===== config.mk =====
export PLATFORM = sky130hd
export DESIGN_NAME = dds_phase_engine
export DESIGN_NICKNAME = d
export VERILOG_FILES = /design/src/rtl/dds_pkg.sv /design/src/rtl/dds_pin_sync.sv /design/src/rtl/dds_freq_regs.sv /design/src/rtl/dds_phase_acc.sv /design/src/rtl/dds_phase_engine.sv
export SDC_FILE = /design/constraint.sdc
export NUM_CORES = 1
export LEC_CHECK = 0
export ABC_AREA = 1
export BUFFER_PORTS_ARGS = -buffer_cell sky130_fd_sc_hd__buf_2
export CORE_ASPECT_RATIO = 1.2
export CORE_MARGIN = 10
export CORE_UTILIZATION = 30
export CTS_CLUSTER_SIZE = 30
export DETAILED_ROUTE_END_ITERATION = 8
export GPL_TIMING_DRIVEN = 0
export PLACE_DENSITY_LB_ADDON = 0.25
export SYNTH_ARGS = -nofsm -noshare
export SYNTH_HDL_FRONTEND = slang
export SYNTH_SLANG_ARGS = --single-unit
export TNS_END_PERCENT = 20

===== constraint.sdc =====
create_clock -name clk -period 4.2 [get_ports clk]
set_input_delay 0.84 -clock clk [delete_from_list [all_inputs] [get_ports clk]]
set_output_delay 0.84 -clock clk [all_outputs]
set_load 0.01 [all_outputs]

===== src/rtl/dds_pkg.sv =====
// Shared types for the NCO phase engine.
// Assumes: a single synchronous clock domain for all registered logic.
package dds_pkg;

    // Which register class an address on the write bus selects
    typedef enum logic [2:0] {
        REG_NONE,
        REG_BASE,
        REG_DEV,
        REG_SERCTL,
        REG_LOAD
    } reg_kind_e;

endpackage


===== src/rtl/dds_pin_sync.sv =====
// Multi-flop synchronizer for a bundle of asynchronous control pins.
// Assumes: each bit is independent; bundle skew of one clock is acceptable.
module dds_pin_sync #(
    parameter int WIDTH  = 4,
    parameter int STAGES = 2
) (
    input  logic             clk,
    input  logic             rst_n,
    input  logic [WIDTH-1:0] d,
    output logic [WIDTH-1:0] q
);

    logic [STAGES-1:0][WIDTH-1:0] stg;

    // Shift the pins through the synchronizer chain
    always_ff @(posedge clk) begin
        if (!rst_n) begin
            stg <= '0;
        end else begin
            stg[0] <= d;
            for (int i = 1; i < STAGES; i++) begin
                stg[i] <= stg[i-1];
            end
        end
    end

    assign q = stg[STAGES-1];

endmodule


===== src/rtl/dds_freq_regs.sv =====
// Holding and active frequency registers with byte-wide write decode.
// Assumes: ACC_W is a multiple of DW and two words fit below SER_ADDR.
// A load (pin level or write to LOAD_ADDR) copies both holding words at once.
module dds_freq_regs
    import dds_pkg::*;
#(
    parameter int ACC_W     = 48,
    parameter int DW        = 8,
    parameter int AW        = 4,
    parameter int SER_ADDR  = 13,
    parameter int LOAD_ADDR = 15,
    parameter int SER_BIT   = 6
) (
    input  logic             clk,
    input  logic             rst_n,
    input  logic             wr_en,
    input  logic [AW-1:0]    wr_addr,
    input  logic [DW-1:0]    wr_data,
    input  logic             load_s,
    output logic [ACC_W-1:0] base_hold,
    output logic [ACC_W-1:0] dev_hold,
    output logic [ACC_W-1:0] base_act,
    output logic [ACC_W-1:0] dev_act,
    output logic             ser_on,
    output logic             load_any
);

    localparam int NB = ACC_W / DW;
    localparam logic [ACC_W-1:0] BASE_RST = ACC_W'(1) << (ACC_W - 2);

    logic      wr_ok;
    logic      wr_go;
    reg_kind_e kind;

    // Classify the write address
    always_comb begin
        if (wr_addr < AW'(NB))
            kind = REG_BASE;
        else if (wr_addr < AW'(2 * NB))
            kind = REG_DEV;
        else if (wr_addr == AW'(SER_ADDR))
            kind = REG_SERCTL;
        else if (wr_addr == AW'(LOAD_ADDR))
            kind = REG_LOAD;
        else
            kind = REG_NONE;
    end

    assign wr_go    = wr_en && wr_ok;
    assign load_any = load_s || (wr_go && kind == REG_LOAD);

    // Block writes on the first edge after reset release
    always_ff @(posedge clk) begin
        if (!rst_n) wr_ok <= 1'b0;
        else        wr_ok <= 1'b1;
    end

    // Byte writes into the holding registers
    always_ff @(posedge clk) begin
        if (!rst_n) begin
            base_hold <= BASE_RST;
            dev_hold  <= '0;
        end else if (wr_go) begin
            for (int b = 0; b < NB; b++) begin
                if (kind == REG_BASE && wr_addr == AW'(b))
                    base_hold[b*DW +: DW] <= wr_data;
                if (kind == REG_DEV && wr_addr == AW'(NB + b))
                    dev_hold[b*DW +: DW] <= wr_data;
            end
        end
    end

    // Transfer both holding words to the active words together
    always_ff @(posedge clk) begin
        if (!rst_n) begin
            base_act <= BASE_RST;
            dev_act  <= '0;
        end else if (load_any) begin
            base_act <= base_hold;
            dev_act  <= dev_hold;
        end
    end

    // Serial word enable bit
    always_ff @(posedge clk) begin
        if (!rst_n)                           ser_on <= 1'b1;
        else if (wr_go && kind == REG_SERCTL) ser_on <= wr_data[SER_BIT];
    end

endmodule


===== src/rtl/dds_phase_acc.sv =====
// Phase accumulator, quadrant offset and output delay line.
// Assumes: LAT >= 2; LAT counts edges from reset release to the first
// accumulator advance appearing at the output.
module dds_phase_acc #(
    parameter int ACC_W = 48,
    parameter int OUT_W = 16,
    parameter int LAT   = 11
) (
    input  logic             clk,
    input  logic             rst_n,
    input  logic [ACC_W-1:0] base,
    input  logic [ACC_W-1:0] dev,
    input  logic [ACC_W-1:0] ser,
    input  logic             dev_on,
    input  logic             ser_on,
    input  logic [1:0]       quad,
    output logic [OUT_W-1:0] phase
);

    localparam int NSTG = LAT - 1;

    logic [ACC_W-1:0] acc;
    logic [ACC_W-1:0] step;
    logic [OUT_W-1:0] head;

    // Sum of the contributing frequency words
    always_comb begin
        step = base + (dev_on ? dev : '0) + (ser_on ? ser : '0);
    end

    // Accumulate phase, wrapping modulo 2^ACC_W
    always_ff @(posedge clk) begin
        if (!rst_n) acc <= '0;
        else        acc <= acc + step;
    end

    assign head = acc[ACC_W-1 -: OUT_W] + {quad, {(OUT_W-2){1'b0}}};

    genvar g;
    generate
        for (g = 0; g < NSTG; g++) begin : g_dly
            logic [OUT_W-1:0] r;
            if (g == 0) begin : g_first
                // Capture the offset phase into the delay line
                always_ff @(posedge clk) begin
                    if (!rst_n) r <= '0;
                    else        r <= head;
                end
            end else begin : g_next
                // Advance one delay stage
                always_ff @(posedge clk) begin
                    if (!rst_n) r <= '0;
                    else        r <= g_dly[g-1].r;
                end
            end
        end
    endgenerate

    assign phase = g_dly[NSTG-1].r;

endmodule


===== src/rtl/dds_phase_engine.sv =====
// NCO phase engine: register bus, pin synchronizers and accumulator.
// Assumes: pins are asynchronous; the serial word is already synchronous.
module dds_phase_engine #(
    parameter int ACC_W    = 48,
    parameter int OUT_W    = 16,
    parameter int DW       = 8,
    parameter int ADDR_W   = 4,
    parameter int SYNC_N   = 2,
    parameter int OUT_LAT  = 11
) (
    input  logic              clk,
    input  logic              rst_n,
    input  logic              wr_en,
    input  logic [ADDR_W-1:0] wr_addr,
    input  logic [DW-1:0]     wr_data,
    input  logic              load_pin,
    input  logic              fsk_gate,
    input  logic [1:0]        quad_sel,
    input  logic [ACC_W-1:0]  ser_freq,
    output logic [OUT_W-1:0]  phase_word
);

    logic [3:0]       pins_s;
    logic             load_s;
    logic             fsk_s;
    logic [1:0]       quad_s;
    logic [ACC_W-1:0] base_hold, dev_hold, base_act, dev_act;
    logic             ser_on;
    logic             load_any;

    dds_pin_sync #(.WIDTH(4), .STAGES(SYNC_N)) u_sync (
        .clk   (clk),
        .rst_n (rst_n),
        .d     ({load_pin, fsk_gate, quad_sel}),
        .q     (pins_s)
    );

    assign load_s = pins_s[3];
    assign fsk_s  = pins_s[2];
    assign quad_s = pins_s[1:0];

    dds_freq_regs #(.ACC_W(ACC_W), .DW(DW), .AW(ADDR_W)) u_regs (
        .clk       (clk),
        .rst_n     (rst_n),
        .wr_en     (wr_en),
        .wr_addr   (wr_addr),
        .wr_data   (wr_data),
        .load_s    (load_s),
        .base_hold (base_hold),
        .dev_hold  (dev_hold),
        .base_act  (base_act),
        .dev_act   (dev_act),
        .ser_on    (ser_on),
        .load_any  (load_any)
    );

    dds_phase_acc #(.ACC_W(ACC_W), .OUT_W(OUT_W), .LAT(OUT_LAT)) u_acc (
        .clk    (clk),
        .rst_n  (rst_n),
        .base   (base_act),
        .dev    (dev_act),
        .ser    (ser_freq),
        .dev_on (fsk_s),
        .ser_on (ser_on),
        .quad   (quad_s),
        .phase  (phase_word)
    );

endmodule


Word level (Yosys, flattened, before mapping) --
Index checks and enable logic that the tools add are counted. W data, S select, Z words.
Storage, ports and cells: register bits 410, logic and storage cells 88, output and inout bits 16, input port bits 67
Cells by class: magnitude comparators 2, reductions and logical operators 29, muxes and demuxes 7, $add $sub $neg 4, eq/ne operators 17
Operator list (number):
- $add A48 B48 Y48 | 3
- $mux W48 | 2
- $eq A4 B4 Y1 const B | 6
- $reduce_and A2 Y1 | 12
- $add A16 B16 Y16 | 1
- $eq A4 B3 Y1 const B | 4
- $logic_and A1 B1 Y1 | 15
- $mux W3 | 4
- $eq A4 B2 Y1 const B | 2
- $eq A3 B2 Y1 const B | 2
- $eq A4 B1 Y1 const B | 1
- $logic_not A4 Y1 | 1
- $lt A4 B3 Y1 const B | 1
- $lt A4 B4 Y1 const B | 1
- $eq A3 B1 Y1 const B | 1
- $eq A3 B3 Y1 const B | 1
- $logic_or A1 B1 Y1 | 1
- $mux W1 | 1

Depth between registers and ports, before layout --
Gate-level depths: netlist (run 1).
depth after elaboration 8, gate-level depth with buffers 20, gate-level depth less buffers 18

Modules after synthesis --
Synthesis (run 1) repeated with hierarchy kept, for this count alone.
Second synthesis, totals: cell total of the unflattened synthesis 3017, area total of the unflattened synthesis 21124.0 um^2
Modules (own cells, without submodules):
- dds_phase_acc | times used 1, sequential area each 4164.0 um^2, cells each 1837, area an instance 12705.9 um^2
- dds_freq_regs | times used 1, sequential area each 3883.7 um^2, cells each 1151, area an instance 8162.8 um^2
- dds_pin_sync | times used 1, sequential area each 160.2 um^2, cells each 29, area an instance 255.2 um^2

Worst setup path after synthesis (run 1) --
Ideal clock, no wire load.
path kind input to register, from input ser_freq[1], to register u_acc.acc[37], data required time 4.085 ns, path slack 0.755 ns, arrival time 3.330 ns, library setup time 0.115 ns, stages 16, path through nand2_1 fa_1 inv_1 fa_1 ha_1 inv_1 fa_1 inv_1 nand2_1 nand2_1 and2_1 nand3b_1 nand3_2 nand2_2 a21oi_1 nor2_1
Between the ends: longest elaborated chain between the ends 3
RTL lines:
- start, declared | line dds_phase_engine.sv:19 | input logic [ACC_W-1:0] ser_freq,
- $mux W48 | line dds_phase_acc.sv:28 | step = base + (dev_on ? dev : '0) + (ser_on ? ser : '0);
- $add A48 B48 Y48 | line dds_phase_acc.sv:28
- $add A48 B48 Y48 | line dds_phase_acc.sv:34 | else acc <= acc + step;
- end signal, assigned | line dds_phase_acc.sv:34
- end, declared | line dds_phase_acc.sv:22 | logic [ACC_W-1:0] acc;
No other way between the ends. A chain may end at the register's enable or synchronous reset.

Worst setup path after layout (run 1) --
from register u_sync.stg, in the netlist u_sync.q[2], to register u_acc.acc[31]
Between the ends: longest elaborated chain between the ends 4
RTL lines:
- start, declared | line dds_pin_sync.sv:13 | logic [STAGES-1:0][WIDTH-1:0] stg;
- start signal, assigned by index | line dds_pin_sync.sv:22 | stg[i] <= stg[i-1];
- $mux W48 | line dds_phase_acc.sv:28
- $add A48 B48 Y48 (2 in a row) | line dds_phase_acc.sv:28
- $add A48 B48 Y48 | line dds_phase_acc.sv:34
No other way between the ends.

==> results.py, run 1 <==
metrics = {
    "global_routing": {
        "track_usage": 0.142,
        "use_met3": 0.0216,
        "grt_overflow_total": 0,
        "antenna_found_initial": 1,
        "grt_pass1_wl_um": 83700,
        "grt_max_degree": 20,
        "met2_usage": 0.245,
        "grt_pass1_vias": 15100,
        "use_met1": 0.177,
        "busiest_layer": "met2",
    },
    "synthesis": {
        "synth_top_area_frac": 0.418,
        "synthArstFlopShare": 0,
        "syn_avg_cell_area_sq_um": 7.33,
        "yosys-top-cells-area": "dfxtp_1, nand2_1, inv_1",
        "synth-seq-cells": 410,
        "netlist_area_sq_um": 19600,
        "synth_cells": 2677,
        "ys_dominant_reg_cell": "dfxtp_1",
        "synth_edf_count": 0,
        "ys_warn_count": 0,
        "synth_cell_type_count": 36,
        "ys_seq_area_frac": 0.418,
        "syn_nets": 2886,
        "yosysTopAreaCell": "dfxtp_1",
    },
    "sta": {
        "rsz0062_at_grt": "no",
        "maxSlewViolCount": 0,
        "hold_violations": 0,
        "slew-limit-headroom": 0.336,
        "fin_crit_sh": 0.938,
        "setup_ws_ns": 0.262,
        "worst_pin_slew_ns": 0.996,
        "setup_tns_ns": 0,
        "min_period_ns": 3.94,
        "max_clock_freq_mhz": 254,
        "clock_skew_ns": 0.0390,
        "setup_violations": 0,
    },
    "detailed_routing": {
        "first_pass_iters": 5,
        "ant_nets": 0,
        "viasPerCell": 4.24,
        "wl_per_cell_um": 14.7,
        "num_vias": 15600,
        "drc_errors": 0,
        "drt_wl_total_um": 53800,
        "drt_iter0_markers": 823,
    },
    "cts": {
        "cts_htree_levels": 2,
        "cts.sinks": 410,
        "clock_latency_ns": 0.60,
        "post_cts_buffers": 0,
        "max-clock-path-buffers": 3,
        "clockRootBuffer": "clkbuf_16",
        "cts_tree": "done",
        "cts.clk_slew.worst_paths_ns": 0.06,
        "cts_inserted_buffers": 45,
    },
    "status": {
        "status": "completed",
    },
    "placed_design": {
        "post-dp-hpwl_um": 43300,
        "port_buffers": 82,
        "place_ws_ns": -0.606,
        "gp_congestion": 0.897,
    },
    "power": {
        "p_per_area_nw_per_um2": 569,
        "p_leak_uw": 0.0117,
        "finalPower_uw": 12900,
        "peakVddDrop_v": 0.000282,
    },
    "layout": {
        "multiInputGateArea_sq_um": 8610,
        "final_net_count": 3014,
        "ff_latch_area_sq_um": 8210,
        "fillCellCount": 6912,
        "antenna_cells": 0,
        "synthToLayoutAreaGrowth_pct": 15.4,
        "drive_above_1_share": 0.0923,
    },
    "critical_path": {
        "crit_path_top_delay_cell": "fa_1",
        "crit_chain": "clkbuf_4, clkbuf_2, nand2_1, fa_1, fa_1, inv_1, ha_1, nand2_1, nor2_1, nand2_1, inv_1, nand2_1, inv_1, nand2_1, nand3_1, and2_1, nor2_1",
        "crit_type": "reg -> reg",
        "cp.required_ns": 4.66,
        "crit_top_cell": "nand2_1",
        "cp_max_fo": 10,
        "startpoint_type": "flip-flop",
        "worst_ep_arrival_time_ns": 4.40,
        "crit_path_end_kind": "flip-flop",
        "critPathMaxStageDelay_ns": 0.55,
    },
    "flow_run": {
        "maxCapViolCount": 0,
    },
    "die": {
        "initial_core_util": 0.303,
        "fp.dieH_um": 300,
        "die_w_um": 254,
        "die_area_sq_um": 76100,
        "rows": 102,
        "core_area_sq_um": 64700,
        "io_pins": 83,
    },
    "min_path": {
        "hp-class": "reg -> reg",
    },
}
-- what timing repair did --
action | in CTS | in global routing
gates resized for setup | 6 | 9
hold endpoints to repair | 0 | 0
setup endpoints to repair | 34 | 20
hold buffers | 0 | 0
-- synthesized netlist by cell type (5+ instances only) --
master,n
buf_2,23
ha_1,48
nand2_1,648
nand2_2,15
buf_4,7
dfxtp_1,410
o21ai_1,15
nor2_2,24
nand3_2,8
inv_1,630
buf_1,5
a21oi_1,200
clkbuf_1,56
inv_2,12
nand3_1,48
nor2_1,194
nand4_1,8
fa_1,94
o21ai_0,198
-- metal layers --
metal	share of wire	wire (um)
met1	0.45	24400
met2	0.47	25500
met3	0.041	2220
met4	0.032	1710
met5	0	0
-- worst paths after layout --
kind,endpoint,slack [ns],startpoint,cells after the start
setup / recovery,u_acc.acc[31]$_SDFF_PN0_,0.26,u_sync.q[2]$_SDFF_PN0_,17
setup reg to reg,u_acc.acc[31]$_SDFF_PN0_,0.26,u_sync.q[2]$_SDFF_PN0_,17
hold reg to reg,u_acc.g_dly[4].r[14]$_SDFF_PN0_,0.39,u_acc.g_dly[3].r[14]$_SDFF_PN0_,2
hold / removal,u_acc.g_dly[4].r[14]$_SDFF_PN0_,0.39,u_acc.g_dly[3].r[14]$_SDFF_PN0_,2
-- critical path: cells and delay by family, from the launching register on --
kind                     cells  cell delay [ns]
flip-flops                   1             0.44
adder cells (fa/ha/maj)      3             1.40
buffers and inverters        5             0.75
AND/OR/NAND/NOR              9             1.23
-- through the flow --
step | cell area, sq um | cells | utilization | hold slack, ns
finish | 22700 | 3670 | 0.350 | 0.392
floorplan | 19600 | 2677 | - | 0.386
CTS | 22600 | 3670 | 0.350 | 0.370
global placement | 21100 | 3591 | 0.326 | 0.389
global route | 22700 | 3670 | 0.350 | 0.383
detailed placement | 21100 | 3591 | 0.326 | 0.395
-- layout make-up --
type,instances,share of cell area
multi-input cells,1533,0.380
flip-flops and latches,410,0.362
inverters,642,0.106
clock buffers,68,0.0593
well taps,832,0.0459
plain buffers,91,0.0187
repair buffers,82,0.0181
clock inverters,12,0.00917
-- state kept, by name (all words and copies together) (netlist names) --
| register | cells |
|---|---|
| u_regs.ser_on | 1 |
| u_acc.phase | 16 |
| u_regs.wr_ok | 1 |
| u_acc.acc | 48 |
| u_regs.base_act | 48 |
| u_sync.q | 4 |
| u_acc.g_dly.r | 144 |
| u_regs.dev_hold | 48 |
| u_regs.base_hold | 48 |
| u_sync.stg | 4 |
| u_regs.dev_act | 48 |
-- cells by family (layout without fill, tap and decap cells) --
kind of cell    count (synthesis)  in the layout  share of synthesized area
fa+ha+maj                     142            142                      0.126
flops                         410            410                      0.418
xor+xnor                        6              6                    0.00268
simple gates                  964            964                      0.201
buf+inv                       734            895                      0.144
compound gates                421            421                      0.108
-- where the power goes --
part           switching (uW)  internal (uW)  total [uW]
logic                    3020           1410        4430
registers                 143           4230        4380
clock network            1630           2460        4090
total                    4800           8100       12900
-- layout by cell type, fill, tap and decap left out, drive strengths merged, types with 3 or more instances in the layout --
cell type / synthesis / layout
and2: 4 / 4
fa: 94 / 94
inv: 642 / 643
nand4: 8 / 8
a21oi: 201 / 201
nor2: 222 / 222
nand2: 663 / 663
bufinv: 0 / 4
buf: 36 / 117
clkbuf: 56 / 124
clkinv: 0 / 7
o21bai: 3 / 3
xor2: 4 / 4
dfxtp: 410 / 410
o21ai: 213 / 213
nor3: 7 / 7
ha: 48 / 48
nand3: 56 / 56
Power figures use the tool's default switching activity.
==> run 2, diff against run 1 <==
- ABC_AREA: 1 -> default
==> results.py, run 2 <==
metrics = {
    "synthesis": {
        "syn_avg_cell_area_sq_um": 9.42,
        "ys_warn_count": 0,
        "yosysTopAreaCell": "dfxtp_1",
        "ys_seq_area_frac": 0.439,
        "synth_common_cells": "dfxtp_1, nand2_1, and2_1, inv_1, nor2b_1",
        "syn_nets": 2195,
        "netlist_area_sq_um": 18700,
        "synth_cells": 1986,
        "synth_top_area_frac": 0.439,
        "synth_edf_count": 0,
        "yosys-top-cells-area": "dfxtp_1, fa_1, and2_1",
        "yosysMostFrequentCell": "dfxtp_1",
        "ys_dominant_reg_cell": "dfxtp_1",
        "synth-seq-cells": 410,
        "synth_cell_type_count": 61,
        "synthArstFlopShare": 0,
    },
    "layout": {
        "final_util": 0.358,
        "ff_latch_area_sq_um": 8220,
        "fillCellCount": 6309,
        "regMostFlops": "u_acc.g_dly.r",
        "final_net_count": 2330,
        "drive_above_1_share": 0.111,
        "layout_commonest_cell": "dfxtp_1",
        "largest_reg_flops": 144,
        "final_area_sq_um": 22200,
        "stdcell_count": 2970,
        "synthToLayoutAreaGrowth_pct": 18.4,
        "multiInputGateArea_sq_um": 9670,
        "final_cell_mix": "dfxtp_1, nand2_1, and2_1",
    },
    "die": {
        "die_area_sq_um": 72800,
        "fp.dieH_um": 294,
        "rows": 100,
        "die_w_um": 248,
        "core_area_sq_um": 61900,
        "initial_core_util": 0.302,
        "io_pins": 83,
    },
    "min_path": {
        "hold_start": "u_acc.g_dly[8].r[13]$_SDFF_PN0_",
        "holdPathStages": 1,
        "hp-class": "reg -> reg",
        "whs_endpoint": "u_acc.phase[13]$_SDFF_PN0_",
    },
    "global_routing": {
        "grt_max_degree": 15,
        "grt_overflow_total": 0,
        "grt_pass1_wl_um": 75200,
        "track_usage": 0.132,
        "grt_pass1_vias": 13400,
        "antenna_found_initial": 2,
    },
    "critical_path": {
        "crit_path_end_kind": "flip-flop",
        "r2r_slack_ns": -0.22,
        "crit_buf_inv": 3,
        "crit_chain": "buf_4, clkbuf_8, nand2_1, fa_1, inv_1, fa_1, ha_4, nor2b_2, o211ai_1, a211o_1, a21bo_2, a2111oi_4, a2111oi_4, a31oi_2, or4b_1, nand4_1",
        "startpoint_type": "flip-flop",
        "cp_max_fo": 5,
        "crit_path_top_delay_cell": "fa_1",
        "rr_endpoint": "u_acc.acc[47]$_SDFF_PN0_",
        "crit_type": "reg -> reg",
        "critPathMaxStageDelay_ns": 0.57,
        "cp.required_ns": 4.73,
        "cp_top_family": "compound AO/OA/AOI/OAI gates",
        "r2r-start": "u_sync.q[2]$_SDFF_PN0_",
        "worst_ep_arrival_time_ns": 4.95,
        "r2r_cells": 16,
    },
    "cts": {
        "cts_htree_levels": 2,
        "cts_tree": "done",
        "clock_latency_ns": 0.60,
        "hold_buffers": 0,
        "cts.sinks": 410,
        "cts.clk_slew.worst_paths_ns": 0.06,
        "max-clock-path-buffers": 3,
        "cts_inserted_buffers": 45,
        "clockRootBuffer": "clkbuf_16",
    },
    "detailed_routing": {
        "wl_met3_um": 2220,
        "top_layer": "met4",
        "drt_wl_total_um": 47900,
        "num_vias": 12900,
        "wl_per_cell_um": 16.1,
        "ant_nets": 0,
        "viasPerCell": 4.35,
        "drc_errors": 0,
        "dr_wl_met2_um": 23000,
        "drt_iter0_markers": 458,
        "first_pass_iters": 5,
        "drt-met1-wl_um": 21500,
    },
    "sta": {
        "maxSlewViolCount": 0,
        "setup_ws_ns": -0.217,
        "min_period_ns": 4.42,
        "rsz0062_at_grt": "yes",
        "hold_violations": 0,
        "fin_crit_sh": 1.05,
        "setup_violations": 7,
        "clock_skew_ns": 0.0341,
        "max_clock_freq_mhz": 226,
        "worst_pin_slew_ns": 1.16,
        "slew-limit-headroom": 0.223,
    },
    "flow_run": {
        "maxCapViolCount": 0,
    },
    "placed_design": {
        "placed_cells": 2882,
        "post-dp-hpwl_um": 37100,
        "port_buffers": 80,
        "gp_congestion": 0.918,
        "post_dp_cell_area_sq_um": 20200,
    },
    "power": {
        "p_per_area_nw_per_um2": 523,
        "p_leak_uw": 0.00897,
        "finalPower_uw": 11600,
        "peakVddDrop_v": 0.000309,
    },
    "status": {
        "status": "finished, violations left",
        "violations": "setup timing",
    },
}
-- run 2: cell types whose count changed after synthesis, sizes merged, moves of 30 or more --
cell / delta
and2: +207
nor2b: +108
a21oi: -145
nand2: -338
inv: -454
o21ai: -186
clkbuf: +44
a21boi: +97
nand3: -44
mux2i: +99
nor2: -190
buf: -30
-- run 2: layer usage --
metal,global-route usage,up-vias
li1,-,6586
met1,0.165,6032
met2,0.228,221
met3,0.0246,77
met4,0.0381,0
met5,0,-
-- run 2: area by class of cell --
cell class	count	area share
Inverter	188	0.0319
Sequential cell	410	0.371
Timing Repair Buffer	93	0.0233
Tap cell	816	0.0461
Antenna cell	1	0.000113
Clock inverter	20	0.0128
Buffer	101	0.0213
Multi-Input combinational cell	1282	0.436
Clock buffer	59	0.0573
-- run 2: through the flow --
| step | TNS [ns] | worst slack, ns | hold slack (ns) |
|---|---|---|---|
| 2_1_floorplan | -0.00442 | -0.00442 | 0.406 |
| 3_3_place_gp | -31.59 | -1.42 | 0.410 |
| 6_report | -0.774 | -0.217 | 0.408 |
| 4_1_cts | -0.493 | -0.118 | 0.371 |
| 5_1_grt | -3.06 | -0.319 | 0.399 |
| 3_5_place_dp | -31.59 | -1.42 | 0.415 |
-- run 2: worst max-delay path by stage --
stage	to	depth (start not counted)	from	slack, ns
2_1_floorplan	u_acc.acc[31]$_SDFF_PN0_	16	ser_freq[1]	-0.004
3_3_place_gp	u_acc.acc[47]$_SDFF_PN0_	17	u_regs.ser_on$_SDFFE_PN1P_	-1.42
3_5_place_dp	u_acc.acc[47]$_SDFF_PN0_	17	u_regs.ser_on$_SDFFE_PN1P_	-1.42
4_1_cts	u_acc.acc[47]$_SDFF_PN0_	17	u_regs.ser_on$_SDFFE_PN1P_	-0.12
5_1_grt	u_acc.acc[47]$_SDFF_PN0_	17	u_regs.ser_on$_SDFFE_PN1P_	-0.32
6_report	u_acc.acc[47]$_SDFF_PN0_	16	u_sync.q[2]$_SDFF_PN0_	-0.22
-- run 2: repair_timing --
| item | 4_1_cts | 5_1_grt |
|---|---|---|
| setup endpoints to repair | 39 | 21 |
| pin swaps | 21 | 9 |
| cloned | 1 | 0 |
| buffers inserted | 11 | 1 |
| gates resized for setup | 64 | 20 |
-- run 2: power breakdown --
group / leakage [uW] / total (uW) / internal, uW / switching, uW
sequential: 0.00332 / 4270 / 4170 / 104
combinational: 0.00489 / 3240 / 1340 / 1900
clock: 0.000754 / 4080 / 2400 / 1680
total: 0.00897 / 11600 / 7910 / 3680
-- run 2: cells by family after synthesis --
| kind of cell | after synthesis | share of synthesized area |
|---|---|---|
| simple gates | 744 | 0.201 |
| xor+xnor | 40 | 0.0187 |
| compound gates | 257 | 0.0960 |
| flops | 410 | 0.439 |
| mux | 99 | 0.0530 |
| fa+ha+maj | 142 | 0.133 |
| buf+inv | 294 | 0.0595 |
==> run 3, diff against run 2 <==
- CORE_ASPECT_RATIO: 1.2 -> default
- SETUP_SLACK_MARGIN: default -> 0.15
- TNS_END_PERCENT: 20 -> default
==> results.py, run 3 (synthesis results as in run 2) <==
metrics = {
    "placed_design": {
        "port_buffers": 80,
        "post_dp_cell_area_sq_um": 20200,
        "post-dp-hpwl_um": 36400,
        "gp_congestion": 0.931,
    },
    "sta": {
        "setup_violations": 3,
        "min_period_ns": 4.36,
        "hold_violations": 0,
        "rsz0062_at_grt": "yes",
        "fin_hold_ws_ns": 0.414,
        "slew-limit-headroom": 0.133,
        "maxSlewViolCount": 0,
        "clock_skew_ns": 0.0234,
        "setup_ws_ns": -0.158,
        "worst_pin_slew_ns": 1.30,
        "max_clock_freq_mhz": 229,
        "fin_crit_sh": 1.04,
    },
    "critical_path": {
        "crit_type": "reg -> reg",
        "r2r-start": "u_regs.ser_on$_SDFFE_PN1P_",
        "crit_path_end_kind": "flip-flop",
        "worst_ep_arrival_time_ns": 4.86,
        "r2r_slack_ns": -0.16,
        "rr_endpoint": "u_acc.acc[47]$_SDFF_PN0_",
        "cp.required_ns": 4.71,
        "r2r_cells": 16,
        "cp_max_fo": 10,
        "startpoint_type": "flip-flop",
    },
    "layout": {
        "final_area_sq_um": 22500,
        "layout_commonest_cell": "dfxtp_1",
        "final_net_count": 2348,
        "ff_latch_area_sq_um": 8220,
        "synthToLayoutAreaGrowth_pct": 20.5,
        "largest_reg_flops": 144,
        "fillCellCount": 6318,
        "final_cell_mix": "dfxtp_1, nand2_1, and2_1",
        "drive_above_1_share": 0.127,
        "regMostFlops": "u_acc.g_dly.r",
        "multiInputGateArea_sq_um": 9830,
        "final_util": 0.365,
    },
    "cts": {
        "clock_latency_ns": 0.59,
        "max-clock-path-buffers": 3,
        "cts.clk_slew.worst_paths_ns": 0.06,
        "cts_htree_levels": 2,
        "clockRootBuffer": "clkbuf_16",
        "cts_inserted_buffers": 46,
        "cts_tree": "done",
        "cts.sinks": 410,
    },
    "global_routing": {
        "grt_pass1_vias": 13400,
        "grt_max_degree": 14,
        "grt_pass1_wl_um": 75700,
        "antenna_found_initial": 2,
        "grt_overflow_total": 0,
        "track_usage": 0.131,
    },
    "min_path": {
        "holdPathStages": 1,
        "hold_start": "u_acc.g_dly[3].r[14]$_SDFF_PN0_",
        "hp-class": "reg -> reg",
        "whs_endpoint": "u_acc.g_dly[4].r[14]$_SDFF_PN0_",
    },
    "detailed_routing": {
        "num_vias": 13100,
        "drt_iter0_markers": 736,
        "drt_wl_total_um": 48200,
        "first_pass_iters": 5,
        "wl_per_cell_um": 16.0,
        "drc_errors": 0,
        "ant_nets": 0,
        "viasPerCell": 4.36,
    },
    "status": {
        "violations": "setup timing",
        "status": "finished, violations left",
    },
    "flow_run": {
        "maxCapViolCount": 0,
    },
    "die": {
        "rows": 91,
        "fp.dieH_um": 270,
        "die_w_um": 270,
        "die_area_sq_um": 72800,
        "io_pins": 83,
        "core_area_sq_um": 61700,
        "initial_core_util": 0.303,
    },
    "power": {
        "p_per_area_nw_per_um2": 531,
        "peakVddDrop_v": 0.000288,
        "p_leak_uw": 0.00913,
    },
}
## run 3: cell count changes in the layout (fill, tap and decap cells not counted), sizes merged
cell    change
buf        +17
clkinv      -1
bufinv      +2
inv         -1
clkbuf      +4
## run 3: final cells by class
cell class,instances,area share
Sequential cell,410,0.364
Multi-Input combinational cell,1282,0.436
Clock buffer,63,0.0570
Inverter,188,0.0313
Clock inverter,20,0.0139
Timing Repair Buffer,106,0.0274
Buffer,105,0.0234
Antenna cell,1,0.000111
Tap cell,837,0.0465
## run 3: metal layers
layer | track usage | vias to the layer above | share of wire
met3 | 0.0228 | 70 | 0.044
met5 | 0 | - | 0
li1 | - | 6607 | -
met1 | 0.175 | 6226 | 0.48
met4 | 0.0377 | 0 | 0.023
met2 | 0.212 | 239 | 0.45
## run 3: worst max-delay path, cell delays in order (launching register included)
cell and delay (ns):
dfxtp_4 0.40, clkbuf_16 0.18, buf_6 0.14, nand2_1 0.08, fa_1 0.51, fa_1 0.55, inv_1 0.04, ha_1 0.28
clkbuf_1 0.19, nor2b_1 0.18, o21a_1 0.22, nor2_1 0.19, o22ai_2 0.14, a2111oi_4 0.38, a31oi_2 0.18, or4b_1 0.53
nand4_1 0.09
## run 3: repair_timing
item / CTS / global route
gates resized for setup: 81 / 50
setup buffers: 17 / 8
endpoints found under the setup margin: 34 / 27
gates cloned: 1 / 0
hold buffers: 0 / 0
pin swaps: 22 / 10
## run 3: worst max-delay path by stage
stage	depth (start not counted)	startpoint	slack, ns	end
floorplan	16	ser_freq[1]	0.03	u_acc.acc[47]$_SDFF_PN0_
global placement	17	u_regs.ser_on$_SDFFE_PN1P_	-0.80	u_acc.acc[47]$_SDFF_PN0_
detailed placement	17	u_regs.ser_on$_SDFFE_PN1P_	-0.77	u_acc.acc[47]$_SDFF_PN0_
CTS	17	u_regs.ser_on$_SDFFE_PN1P_	-0.13	u_acc.acc[47]$_SDFF_PN0_
global route	16	u_regs.ser_on$_SDFFE_PN1P_	-0.24	u_acc.acc[47]$_SDFF_PN0_
finish	16	u_regs.ser_on$_SDFFE_PN1P_	-0.16	u_acc.acc[47]$_SDFF_PN0_
## run 3: where the power goes
group	total (uW)	switching, uW	internal, uW
clock	4190	1660	2530
combinational	3520	2030	1490
sequential	4270	102	4170
## run 3: through the flow
stage	std cells	power (uW)	worst slack (ns)	TNS (ns)
floorplan	1986	6660	0.0305	0
global placement	2903	7360	-0.799	-13.42
detailed placement	2903	7380	-0.771	-13.54
CTS	3004	11900	-0.126	-0.246
global route	3011	12700	-0.245	-1.00
finish	3012	12000	-0.158	-0.421
